### src/rtl/msort_pkg.sv
package msort_pkg;

    typedef enum logic {
        ST_FILL  = 1'b0,
        ST_MERGE = 1'b1
    } msort_state_e;

endpackage

### src/rtl/msort_group_buf.sv
module msort_group_buf #(
    parameter int DATA_W = 32,
    parameter int DEPTH  = 4,
    localparam int IDX_W = $clog2(DEPTH)
) (
    input  logic              clk,
    input  logic              rst,
    input  logic              wr_en,
    input  logic [IDX_W-1:0]  wr_idx,
    input  logic [DATA_W-1:0] wr_data,
    input  logic [IDX_W-1:0]  rd_idx,
    output logic [DATA_W-1:0] rd_data
);

    logic [DATA_W-1:0] mem_q [DEPTH];
    logic [DATA_W-1:0] mem_d [DEPTH];

    always_comb begin
        mem_d = mem_q;
        if (wr_en) begin
            mem_d[wr_idx] = wr_data;
        end
    end

    always_ff @(posedge clk) begin
        if (rst) begin
            for (int i = 0; i < DEPTH; i++) begin
                mem_q[i] <= '0;
            end
        end else begin
            mem_q <= mem_d;
        end
    end

    assign rd_data = mem_q[rd_idx];

endmodule

### src/rtl/msort_pick.sv
module msort_pick #(
    parameter int DATA_W = 32
) (
    input  logic              a_has,
    input  logic              b_has,
    input  logic              b_valid,
    input  logic [DATA_W-1:0] a_val,
    input  logic [DATA_W-1:0] b_val,
    output logic              take_a,
    output logic              take_b,
    output logic [DATA_W-1:0] pick_val
);

    logic a_le_b;

    always_comb begin
        // ties favour the buffered (earlier) group, keeping the merge stable
        a_le_b   = $signed(a_val) <= $signed(b_val);
        take_a   = a_has && (!b_has || (b_valid && a_le_b));
        take_b   = b_has && b_valid && (!a_has || !a_le_b);
        pick_val = take_a ? a_val : b_val;
    end

endmodule

### src/rtl/msort_merge_stage.sv
module msort_merge_stage
    import msort_pkg::*;
#(
    parameter int DATA_W = 32,
    parameter int GROUP  = 4
) (
    input  logic              clk,
    input  logic              rst,
    input  logic              in_valid,
    output logic              in_ready,
    input  logic [DATA_W-1:0] in_data,
    output logic              out_valid,
    input  logic              out_ready,
    output logic [DATA_W-1:0] out_data
);

    localparam int IDX_W = $clog2(GROUP);
    localparam int CNT_W = IDX_W + 1;
    localparam int PAIR  = 2 * GROUP;
    localparam logic [CNT_W-1:0] CNT_FULL = CNT_W'(GROUP);
    localparam logic [IDX_W-1:0] WR_LAST  = IDX_W'(GROUP - 1);

    typedef struct packed {
        msort_state_e      state;
        logic [IDX_W-1:0]  wr_idx;
        logic [CNT_W-1:0]  a_cnt;
        logic [CNT_W-1:0]  b_cnt;
        logic              out_valid;
        logic [DATA_W-1:0] out_data;
    } regs_t;

    regs_t r_q, r_d;

    logic              buf_we;
    logic [DATA_W-1:0] buf_head;
    logic              a_has, b_has, slot_free;
    logic              take_a, take_b;
    logic [DATA_W-1:0] pick_val;
    logic [CNT_W-1:0]  a_cnt_nx, b_cnt_nx;

    msort_group_buf #(
        .DATA_W (DATA_W),
        .DEPTH  (GROUP)
    ) i_buf (
        .clk     (clk),
        .rst     (rst),
        .wr_en   (buf_we),
        .wr_idx  (r_q.wr_idx),
        .wr_data (in_data),
        .rd_idx  (r_q.a_cnt[IDX_W-1:0]),
        .rd_data (buf_head)
    );

    msort_pick #(
        .DATA_W (DATA_W)
    ) i_pick (
        .a_has    (a_has),
        .b_has    (b_has),
        .b_valid  (in_valid),
        .a_val    (buf_head),
        .b_val    (in_data),
        .take_a   (take_a),
        .take_b   (take_b),
        .pick_val (pick_val)
    );

    always_comb begin
        r_d       = r_q;
        in_ready  = 1'b0;
        buf_we    = 1'b0;
        a_has     = (r_q.state == ST_MERGE) && (r_q.a_cnt != CNT_FULL);
        b_has     = (r_q.state == ST_MERGE) && (r_q.b_cnt != CNT_FULL);
        slot_free = !r_q.out_valid || out_ready;
        a_cnt_nx  = r_q.a_cnt + CNT_W'(take_a);
        b_cnt_nx  = r_q.b_cnt + CNT_W'(take_b);

        if (out_ready) begin
            r_d.out_valid = 1'b0;
        end

        unique case (r_q.state)
            ST_FILL: begin
                in_ready = 1'b1;
                if (in_valid) begin
                    buf_we     = 1'b1;
                    r_d.wr_idx = r_q.wr_idx + 1'b1;
                    if (r_q.wr_idx == WR_LAST) begin
                        r_d.state  = ST_MERGE;
                        r_d.wr_idx = '0;
                        r_d.a_cnt  = '0;
                        r_d.b_cnt  = '0;
                    end
                end
            end
            ST_MERGE: begin
                if (slot_free && (take_a || take_b)) begin
                    in_ready      = take_b;
                    r_d.out_valid = 1'b1;
                    r_d.out_data  = pick_val;
                    r_d.a_cnt     = a_cnt_nx;
                    r_d.b_cnt     = b_cnt_nx;
                    if (a_cnt_nx == CNT_FULL && b_cnt_nx == CNT_FULL) begin
                        r_d.state = ST_FILL;
                    end
                end
            end
            default: r_d.state = ST_FILL;
        endcase
    end

    always_ff @(posedge clk) begin
        if (rst) begin
            r_q <= '{state: ST_FILL, wr_idx: '0, a_cnt: '0, b_cnt: '0,
                     out_valid: 1'b0, out_data: '0};
        end else begin
            r_q <= r_d;
        end
    end

    assign out_valid = r_q.out_valid;
    assign out_data  = r_q.out_data;

    // checker state: pushes within the current pair and the last value pushed
    logic [CNT_W:0]    chk_push_q;
    logic [DATA_W-1:0] chk_last_q;
    logic              chk_push;

    assign chk_push = out_valid && out_ready;

    always_ff @(posedge clk) begin
        if (rst) begin
            chk_push_q <= '0;
            chk_last_q <= '0;
        end else if (chk_push) begin
            chk_last_q <= out_data;
            chk_push_q <= (chk_push_q == (CNT_W+1)'(PAIR - 1)) ? '0 : chk_push_q + 1'b1;
        end
    end

    a_r1_fill_ready: assert property (@(posedge clk) disable iff (rst)
        (r_q.state == ST_FILL) |-> in_ready);

    a_r2_sorted: assert property (@(posedge clk) disable iff (rst)
        (chk_push && chk_push_q != '0) |-> ($signed(out_data) >= $signed(chk_last_q)));

    a_r4_no_extra_pop: assert property (@(posedge clk) disable iff (rst)
        (r_q.state == ST_MERGE && r_q.b_cnt == CNT_FULL) |-> !in_ready);

    a_r6_hold: assert property (@(posedge clk) disable iff (rst)
        (out_valid && !out_ready) |=> (out_valid && $stable(out_data)));

    a_r6_no_pop_when_full: assert property (@(posedge clk) disable iff (rst)
        (r_q.state == ST_MERGE && out_valid && !out_ready) |-> !in_ready);

    a_r8_reset: assert property (@(posedge clk)
        rst |=> (!out_valid && r_q.state == ST_FILL));

endmodule

### config.mk
export PLATFORM = sky130hd
export DESIGN_NAME = msort_merge_stage
export DESIGN_NICKNAME = d
export VERILOG_FILES = /design/src/rtl/msort_pkg.sv /design/src/rtl/msort_group_buf.sv /design/src/rtl/msort_pick.sv /design/src/rtl/msort_merge_stage.sv
export SDC_FILE = /design/constraint.sdc
export NUM_CORES = 1
export LEC_CHECK = 0
export ABC_AREA = 1
export BUFFER_PORTS_ARGS = -buffer_cell sky130_fd_sc_hd__buf_2
export CORE_ASPECT_RATIO = 0.6
export CORE_MARGIN = 1.5
export CORE_UTILIZATION = 36
export CTS_BUF_LIST = sky130_fd_sc_hd__clkbuf_4 sky130_fd_sc_hd__clkbuf_8 sky130_fd_sc_hd__clkbuf_16
export DETAILED_ROUTE_END_ITERATION = 8
export GPL_TIMING_DRIVEN = 0
export PLACE_DENSITY = 0.58
export SLEW_MARGIN = 5
export SYNTH_ARGS = -nofsm -noshare
export SYNTH_HDL_FRONTEND = slang
export SYNTH_SLANG_ARGS = --single-unit
### constraint.sdc
create_clock -name clk -period 5 [get_ports clk]
set_input_delay 1.25 -clock clk [delete_from_list [all_inputs] [get_ports clk]]
set_output_delay 1.25 -clock clk [all_outputs]
set_load 0.05 [all_outputs]
Word-level counts from Yosys, hierarchy flattened. Index checks and enable logic that the tools add are counted.

Mux-type cells: 20. Equality and inequality tests: 8. $lt $le $gt $ge: 4. Bitwise logic cells: 3. Reduce and logical (&&, ||, !) cells: 20. Add/subtract/negate cells: 3.

Operators with widths (number): 128-bit bitwise mux (1); 32-bit 2-to-1 mux (4); 32-bit binary-select mux with 2-bit select (1); 32-bit demux with 2-bit select (1); 39-bit 2-to-1 mux (1); 33-bit 2-to-1 mux (1); 32-bit <= comparator (1); 9-bit 2-to-1 mux (2); 6-bit one-hot mux with 2 select lines (1); 1-bit logical AND (9); 3-bit by 1-bit adder with 3-bit output (2); 3-bit equality test (second input constant) (2); 3-bit greater-or-equal comparator (second input constant) (2); 1-bit 2-to-1 mux (6); 3-bit inequality test (second input constant) (2); 2-bit NOT with 3-bit output (2); 1-bit logical NOT (4); 1-bit logical OR (4); 2-bit inequality test (second input constant) (2); 1-bit one-hot mux with 2 select lines (2); 2-bit AND reduction (2); 3-bit by 1-bit less-than comparator with 1-bit output (second input constant) (1); 3-bit AND reduction (1); 2-bit by 1-bit adder with 2-bit output (second input constant) (1); 3 further kinds (3).

Output and inout bits: 34. Register bits after elaboration: 170. Word-level logic and storage cells: 68. Input bits: 36.

Logic depth before layout (Yosys ltp). Gate-level depths: netlist of the first run.

Word-level depth: 14. Depth in mapped cells: 33. Mapped depth without buffers: 30.

Hierarchy. From an unflattened synthesis of the first run, not the netlist that was laid out.

Cells, all modules: 1509. Area, all modules: 9643.0 um2.

By module, submodules not included: msort_group_buf (instances 1, seq. area each 2562.5 um2, cells an instance 1002, area an instance 6349.8 um2); msort_merge_stage (instances 1, seq. area each 840.8 um2, cells an instance 250, area an instance 1906.8 um2); msort_pick (instances 1, seq. area each 0.0 um2, cells an instance 257, area an instance 1386.3 um2).

Least setup slack after synthesis of the first run. No wires, ideal clock.

Kind: input -> output. Start point: input port in_data[19]. End point: output port in_ready. Data required time: 3750 ps. Buffers on the path: 0. Data arrival time: 3541 ps. Setup slack: 209 ps. Cell stages on the path: 12. Path through: inv_1 > ha_1 > a21o_1 > o21ai_1 > nand2_1 > a21oi_1 > nand2_1 > nand2_1 > nand3_2 > nand2_1 > nand2_2 > o21ai_0.

Word-level cells in the longest chain between the ends: 8. Elaborated cells between the ends (all ways): 11. Those cells by class: order compare (1); mux (2); reduce/logical (8).

RTL lines: from (decl) (line msort_merge_stage.sv:11) `input logic [DATA_W-1:0] in_data,`; 32-bit <= comparator * (line msort_pick.sv:18) `a_le_b = $signed(a_val) <= $signed(b_val);`; 1-bit logical AND or 1-bit logical NOT (tied branches) (line msort_pick.sv:19, msort_pick.sv:20); 1-bit logical OR, on equally long branches (line msort_pick.sv:19, msort_pick.sv:20); 1-bit logical AND, on equally long branches (line msort_pick.sv:19, msort_pick.sv:20); 1-bit logical OR (line msort_merge_stage.sv:96) `if (slot_free && (take_a || take_b)) begin`; 1-bit logical AND (line msort_merge_stage.sv:96); 1-bit 2-to-1 mux * (line msort_merge_stage.sv:96); 1-bit one-hot mux with 2 select lines * (line msort_merge_stage.sv:81) `unique case (r_q.state)`; to (decl) (line msort_merge_stage.sv:10) `output logic in_ready,`.

Every way passes the cells marked *; elsewhere a longest branch is shown, timed or not.

Worst setup path in the final report of the first run.
Start point: register r_q[36] in the netlist's numbering. End point: output port in_ready.

Word-level cells in the longest chain between the ends: 12. Elaborated cells between the ends (all ways): 18. Those cells by class: order compare (1); eq/ne (1); mux (5); bitwise (1); reduce/logical (10).

RTL lines: from (decl) (line msort_merge_stage.sv:32) `regs_t r_q, r_d;`; from (signal assigned) (line msort_merge_stage.sv:113) `r_q <= '{state: ST_FILL, wr_idx: '0, a_cnt: '0, b_cnt: '0,`; from (signal assigned) (line msort_merge_stage.sv:116) `r_q <= r_d;`; 2-bit NOT with 3-bit output (not written as such) (line msort_group_buf.sv:35) `assign rd_data = mem_q[rd_idx];`; 32-bit binary-select mux with 2-bit select (line msort_group_buf.sv:35); 32-bit 2-to-1 mux (not written as such) (2 in a row) (line msort_group_buf.sv:35); 32-bit <= comparator (line msort_pick.sv:18); 1-bit logical AND or 1-bit logical NOT (tied branches) (line msort_pick.sv:19, msort_pick.sv:20); 1-bit logical OR, on equally long branches (line msort_pick.sv:19, msort_pick.sv:20); 1-bit logical AND, on equally long branches (line msort_pick.sv:19, msort_pick.sv:20); 1-bit logical OR (line msort_merge_stage.sv:96); 1-bit logical AND (line msort_merge_stage.sv:96); 1-bit 2-to-1 mux * (line msort_merge_stage.sv:96); 1-bit one-hot mux with 2 select lines * (line msort_merge_stage.sv:81).

Every way passes the cells marked *; elsewhere a longest branch is shown, timed or not. The select of a mux whose other input is x is not followed.

==> results of run 1 <==
## cells in the final DEF, fill, tap and decap left out, types with 2 or more instances in the layout
cell / synthesis / layout
xnor2_1: 2 / 2
buf_1: 9 / 4
ha_1: 40 / 39
inv_2: 1 / 2
a21o_1: 2 / 2
clkbuf_2: 0 / 8
buf_2: 8 / 74
o21a_1: 2 / 2
clkbuf_4: 0 / 8
nand2_1: 180 / 178
clkbuf_16: 0 / 17
clkinv_1: 2 / 2
o21ai_1: 16 / 25
a21oi_1: 183 / 182
nand3b_1: 2 / 2
nand3_1: 75 / 75
buf_6: 8 / 10
dfxtp_1: 170 / 170
inv_1: 116 / 115
nand2_2: 24 / 26
clkbuf_8: 0 / 3
bufinv_16: 0 / 3
nor2_1: 110 / 107
nand2_8: 2 / 2
nand4_1: 3 / 3
nor2_2: 2 / 5
clkbuf_1: 54 / 44
clkinvlp_4: 0 / 3
o21ai_0: 182 / 172
buf_4: 36 / 43
## worst max-delay path by stage
| stage | from | endpoint | slack, ps | cells past startpoint |
|---|---|---|---|---|
| after floorplan | in_data[19] | in_ready | 210 | 12 |
| after global placement | r_q[36] | in_ready | -90 | 19 |
| after detailed placement | r_q[36] | in_ready | -130 | 19 |
| after CTS | r_q[37] | in_ready | 20 | 16 |
| after global routing | r_q[36] | in_ready | 0.4 | 19 |
| final | r_q[36] | in_ready | 190 | 19 |
## worst max-delay path: cells and delay by family, from the launching register on
family,cells,cell delay (ps)
AO/OA/AOI/OAI,4,470
adder cells (fa/ha/maj),1,320
buffers and inverters,5,810
flip-flops,1,330
AND/OR/NAND/NOR,9,1170
## area by class of cell
class                           count  area [sq um]  area share, %
Buffer                            115           679           6.70
Tap cell                          315           394           3.89
Clock inverter                      6           113           1.11
Inverter                          120           453           4.47
Sequential cell                   170          3400           33.6
Multi-Input combinational cell    831          4220           41.7
Clock buffer                       25           504           4.97
Timing Repair Buffer               71           369           3.64
## layer usage
layer	share of wire, %	vias to the layer above	track usage [%]	wire length, um
met1	52	3940	36.2	14800
met4	1.1	0	5.65	310
met3	9.5	20	5.88	2700
met2	38	334	31.1	10700
li1	-	4216	-	-
met5	0	-	0	0
## through the flow
step	hold WS (ps)	setup TNS (ps)	total power [uW]	setup WS, ps
global route	466	0	3410	0.426
CTS	451	0	3300	19.7
floorplan	424	0	1740	209
global placement	439	-93.5	1880	-93.5
detailed placement	442	-161	1880	-127
finish	453	0	3290	189
## kinds of logic after synthesis
group                    share of synthesized area (%)
AO/OA/AOI/OAI                                     22.4
XOR/XNOR                                         0.202
adder cells (fa/ha/maj)                           5.76
buffers and inverters                             12.5
flip-flops                                        39.1
AND/OR/NAND/NOR                                   19.9
## where the power goes
group          leakage, uW  total [uW]  internal (uW)  switching (uW)
registers          0.00138        1440           1420            26.7
clock network     0.000297        1430            851             575
logic              0.00265         421            131             291
total              0.00433        3290           2400             892
## Yosys cell counts
library cell / number / area share [%]
nand2_2: 24 / 1.7
a211oi_1: 1 / 0.086
nand2_8: 2 / 0.46
nor2_2: 2 / 0.14
a21o_1: 2 / 0.17
ha_1: 40 / 5.8
xnor2_1: 2 / 0.20
buf_2: 8 / 0.46
nor2_1: 110 / 4.7
o21a_1: 2 / 0.17
dfxtp_1: 170 / 39
nor4_1: 1 / 0.072
nand4_1: 3 / 0.22
clkbuf_1: 54 / 2.3
clkinv_1: 2 / 0.086
nand3b_1: 2 / 0.17
o21ai_1: 16 / 0.92
o21ai_0: 182 / 10
inv_1: 116 / 5.0
a31oi_1: 1 / 0.072
nand2_4: 1 / 0.13
nand2_1: 180 / 7.8
nand3_1: 75 / 4.3
buf_4: 36 / 3.1
nor3_1: 1 / 0.058
inv_2: 1 / 0.043
nand3_2: 1 / 0.12
buf_1: 9 / 0.39
a21oi_1: 183 / 11
inv_4: 1 / 0.072
buf_6: 8 / 1.0
## flip-flops by register name (all words and copies together) (netlist names)
| register | flops |
|---|---|
| out_data | 32 |
| r_q | 9 |
| out_valid | 1 |
| i_buf.mem_q | 128 |
## repair_timing
item / 4_1_cts / 5_1_grt
setup endpoints to repair: 2 / 1
pin swaps: 2 / 3
hold buffers: 0 / 0
resized for setup: 26 / 21
buffers inserted: 1 / 2
==> flow_summary.toml, run 1 <==
[placed_design]
cell_area_after_placement_sq_mm = 0.00943
post-place-cells = 1619
detailedPlacementHpwl_um = 20600
gp_congestion = 0.863
port_buffers = 68

[floorplanning]
dieHeight_um = 123
core_region_area_sq_mm = 0.0234
floorplan.rows = 43
initial_standard_cell_utilization_of_the_core_pct = 37.2
fp.dieArea_sq_mm = 0.0251
die-width_um = 204
io_pins = 70

[critical_path]
critical_path.startpoint_type = "flip-flop"
critical_path_required_ps = 3750
cpMaxStageDelayCell = "dfxtp_1"
cp-end-kind = "output port"
critPathMaxFanout = 10
cpMostUsedCell = "nand2_1"
reg2reg_from = "r_q[36]"
timing.critical_path.cells = "buf_6, inv_2, buf_4, buf_4, a21oi_1, o21ai_0, o21ai_0, ha_1, nand2_1, nor2_2, nand4_1, nor2_2, nand2_1, nand3_1, nand3_2, nand2_1, nand2_2, o21ai_2, buf_6"
critical_path_class = "flip-flop to output port"
worst_ep_arrival_time_ps = 3560
regToRegSetupSlack_ps = 610
timing.critical_path.slowest_cell_delay_ps = 330
r2r_cells = 28
reg2reg_to = "r_q[41]"

[status]
outcome = "completed"

[global_routing]
antenna_violations_before_repair = 0
grt_start_max_net_pins = 17
grt_pass1_wl_um = 44200
grt.total_usage_pct = 23.3
grt_pass1_vias = 7632
grt_remaining_overflow = 0

[sta]
timing_hold_violations_final = 0
max_slew_margin_pct = 49.7
slew_viol_final = 0
finClkSkew_ps = 10.1
layout_worst_path_cycle_share_pct = 96.2
setup_viol_count_final = 0
grt_setup_unrepaired = "false"
final.min_clock_period_ps = 4810
tightestPinTransition_ps = 751
clock.fmax_ghz = 0.208

[synthesis]
netlist-cell-type-count = 31
synth_seq_area_share_pct = 39.1
yosys_warnings = 0
netlist_instances = 1236
synth_fp_nets = 1312
yosys_register_bits = 170
synth.cell_area_sq_mm = 0.00869
post_synth.cell_area_avg_sq_um = 7.03

[detailed_routing]
drt-vias-per-instance = 5.15
detail_route.drc_violations = 0
remaining_antenna_violation_count_after_routing = 0
num_vias = 8510
drt-initial-drc-count = 697
drt_wl_total_um = 28500
iteration_count_of_the_initial_detailed_routing_pass = 5
drt-wirelength-per-cell_um = 17.2

[clock_network]
clock_latency_ps = 450
clock-root-buffer = "clkbuf_16"
cts.reportedPaths.clkPinSlew_ps = 70
clkSinkCount = 170
max-clock-path-buffers = 2
tritoncts_clock_tree = "built"
cts_made_buffers = 17
cts.htree.levels = 4

[cells_and_area]
final_core_utilization_pct = 43.3
post-route-cell-area_sq_mm = 0.0101
finalNetCount = 1402
instances_no_fill = 1653
layout-area-overhead-vs-synth_pct = 16.6
final_layout_size_suffix_gt1_share_pct = 15.7
fillers = 2452
antenna-diode-count = 0

[job]
drv_cap = 0

[min_path]
min_delay_worst_endpoint = "i_buf.mem_q[50]"
min_from = "i_buf.mem_q[50]"
worstHoldPathType = "flip-flop to flip-flop"
worst_hold_path.num_cells = 2

[pwr]
leakagePower_uw = 0.00433
vdd.ir_drop.worst_mv = 0.267
power.density_mw_per_mm2 = 324
Note: power is estimated with default switching activity, not from simulation.
==> inputs of run 2 (changes only) <==
--- a/config.mk
+++ b/config.mk
@@ -5,7 +5,6 @@
 export SDC_FILE = /design/constraint.sdc
 export NUM_CORES = 1
 export LEC_CHECK = 0
-export ABC_AREA = 1
 export BUFFER_PORTS_ARGS = -buffer_cell sky130_fd_sc_hd__buf_2
 export CORE_ASPECT_RATIO = 0.6
 export CORE_MARGIN = 1.5
==> run 2 against run 1 <==
Compared with the run above:
- routed wire length down 8.8%
- flip-flop and latch count unchanged
- critical path depth decreased by 6
- design area decreased by 3.0%
- worst setup slack got worse by 140 ps
- total power is 4.6% lower
- combinational power fell by 21%
==> flow_summary.toml, run 2 <==
[global_routing]
antenna_violations_before_repair = 1
grt_start_max_net_pins = 17
grt_pass1_wl_um = 39700
grt.total_usage_pct = 22.6
grt_remaining_overflow = 0
grt_pass1_vias = 6764

[detailed_routing]
num_vias = 7353
drt-initial-drc-count = 592
drt-wirelength-per-cell_um = 18.5
detail_route.drc_violations = 0
drt-vias-per-instance = 5.22
route.met3.wl_um = 2440
wl_met1_um = 13100
remaining_antenna_violation_count_after_routing = 0
drt_wl_total_um = 26000
iteration_count_of_the_initial_detailed_routing_pass = 5
route.met2.wl_um = 10300
highest_metal_layer_with_signal_wires = "met4"

[sta]
final_critical_path_setup_slack_ps = 52.7
fin_tns_setup_ps = 0
final.min_clock_period_ps = 4950
slew_viol_final = 0
grt_setup_unrepaired = "true"
finClkSkew_ps = 12.4
timing_hold_violations_final = 0
max_slew_margin_pct = 50.7
layout_worst_path_cycle_share_pct = 98.9
clock.fmax_ghz = 0.202
setup_viol_count_final = 0
tightestPinTransition_ps = 740

[critical_path]
cp_num_cells = 13
critical_path_required_ps = 3750
critPathMaxFanout = 8
reg2reg_from = "r_q[36]"
timing.critical_path.cells = "buf_8, buf_12, mux4_2, ha_4, nand4_1, or4_4, a21o_1, o211ai_1, a21oi_2, o21ai_2, nand3_1, nand2_2, buf_8"
cpLargestDelayFamily = "simple AND/OR/NAND/NOR gates"
worst_ep_arrival_time_ps = 3700
reg2reg_to = "r_q[41]"
worstPathBufferInverterCount = 3
r2r_cells = 18
cp_launch_point = "r_q[36]"
cpMostUsedCell = "buf_8"
cpMaxStageDelayCell = "or4_4"
critical_path_class = "flip-flop to output port"
regToRegSetupSlack_ps = 250
cp-end-kind = "output port"
critical_path.startpoint_type = "flip-flop"
timing.critical_path.slowest_cell_delay_ps = 580

[clock_network]
clock_latency_ps = 440
cts.reportedPaths.clkPinSlew_ps = 70
cts_made_buffers = 17
ctsHoldBuffers = 0
max-clock-path-buffers = 2
clkSinkCount = 170
tritoncts_clock_tree = "built"
cts.htree.levels = 4
clock-root-buffer = "clkbuf_16"

[synthesis]
synth-async-reset-ratio_pct = 0
synth_fp_nets = 1060
post_synth.cell_area_avg_sq_um = 8.31
synth.largest_area_cell = "dfxtp_1"
yosys-top-cells-count = "nand2_1, dfxtp_1, a21oi_1, clkbuf_1, nor2_1"
main_combinational_cell_family_by_area_after_synthesis = "simple AND/OR/NAND/NOR gates"
post_synth_xor_area_fraction_pct = 0
yosys_register_bits = 170
post_synth_and_or_nand_nor_area_fraction_pct = 18.2
synthMostInstantiatedCell = "nand2_1"
synth_area_in_compound_gates_pct = 16.9
netlist-cell-type-count = 42
synthTopCellsByArea = "dfxtp_1, nand2_1, a21oi_1"
yosys_warnings = 0
synth_seq_area_share_pct = 41.6
synth-adder-area-share_pct = 6.12
netlist_instances = 984
synth.area.mux_share_pct = 8.82
synth_enable_flop_cells = 0
post-synth-top-area-fraction_pct = 41.6
synth-main-ff-cell = "dfxtp_1"
synth.cell_area_sq_mm = 0.00817

[min_path]
worst_hold_path.num_cells = 2
min_from = "i_buf.mem_q[40]"
worstHoldPathType = "flip-flop to flip-flop"
min_delay_worst_endpoint = "i_buf.mem_q[40]"

[pwr]
leakagePower_uw = 0.00381
vdd.ir_drop.worst_mv = 0.221
power.density_mw_per_mm2 = 319

[cells_and_area]
fillers = 2232
finalNetCount = 1164
layout_common_cells = "nand2_1, dfxtp_1, a21oi_1, buf_2, clkbuf_1"
mostFrequentLayoutCell = "nand2_1"
max_ffs_per_register = 128
registers.top_by_ff_count = "i_buf.mem_q"
post-route-cell-area_sq_mm = 0.00984
final_layout_size_suffix_gt1_share_pct = 20.1
layout-area-overhead-vs-synth_pct = 20.4

[floorplanning]
core_region_area_sq_mm = 0.0222
dieHeight_um = 120
initial_standard_cell_utilization_of_the_core_pct = 36.9
die-width_um = 198
fp.dieArea_sq_mm = 0.0236
floorplan.rows = 42
io_pins = 70

[placed_design]
port_buffers = 68
detailedPlacementHpwl_um = 18300
detailedPlace.worstSlack_ps = -1450
gp_congestion = 0.840
cell_area_after_placement_sq_mm = 0.00890

[job]
drv_cap = 0

[status]
outcome = "completed"
[run 2: where the power goes]
group | internal [uW] | switching [uW] | leakage (uW)
clock | 823 | 570 | 0.000295
sequential | 1390 | 21.3 | 0.00138
combinational | 111 | 220 | 0.00214
total | 2330 | 811 | 0.00381
[run 2: cell families (layout without fill, tap and decap cells)]
| family | count (synthesis) | count (layout) |
|---|---|---|
| AOI/OAI and AO/OA | 239 | 239 |
| adders and majority gates | 40 | 40 |
| buffers and inverters | 141 | 256 |
| DFF | 170 | 170 |
| muxes | 32 | 32 |
| other | 0 | 1 |
| and+or+nand+nor | 362 | 362 |
[run 2: worst max path at each step]
stage / end / slack, ps
3_3_place_gp: r_q[41] / -1380
2_1_floorplan: in_ready / 40
3_5_place_dp: r_q[41] / -1450
5_1_grt: in_ready / -90
4_1_cts: in_ready / 2
6_report: in_ready / 50
[run 2: tightest hold or removal path: cells and delay by family (launching register included)]
family           cells  cell delay, ps
flip-flops           1             310
AO/OA/AOI/OAI        1              50
AND/OR/NAND/NOR      1              50
[run 2: final cells by class]
type / count / area, sq um / area share [%]
well taps: 308 / 385 / 3.92
flip-flops and latches: 170 / 3400 / 34.6
multi-input cells: 673 / 4160 / 42.3
plain buffers: 103 / 646 / 6.56
inverters: 38 / 143 / 1.45
clock inverters: 10 / 141 / 1.44
diodes: 1 / 2.50 / 0.0254
repair buffers: 85 / 490 / 4.98
clock buffers: 20 / 467 / 4.74
[run 2: what timing repair did]
action                     in CTS  in global routing
setup endpoints to repair      41                  2
buffers inserted               11                  6
pin swaps                       3                  9
resized for setup              39                 12
[run 2: stage by stage]
step / cells / hold WS, ps / utilization (%) / power (uW)
final: 1408 / 454 / 44.4 / 3140
after global routing: 1407 / 467 / 44.4 / 3240
after CTS: 1401 / 455 / 43.9 / 3140
after detailed placement: 1360 / 447 / 40.1 / 1760
after global placement: 1360 / 439 / 40.1 / 1750
after floorplan: 984 / 433 / - / 1640
[run 2: routing by layer]
layer / GRT usage [%] / up-vias
li1: - / 3556
met1: 35.0 / 3494
met2: 30.9 / 286
met3: 5.99 / 17
met4: 4.63 / 0
met5: 0 / -
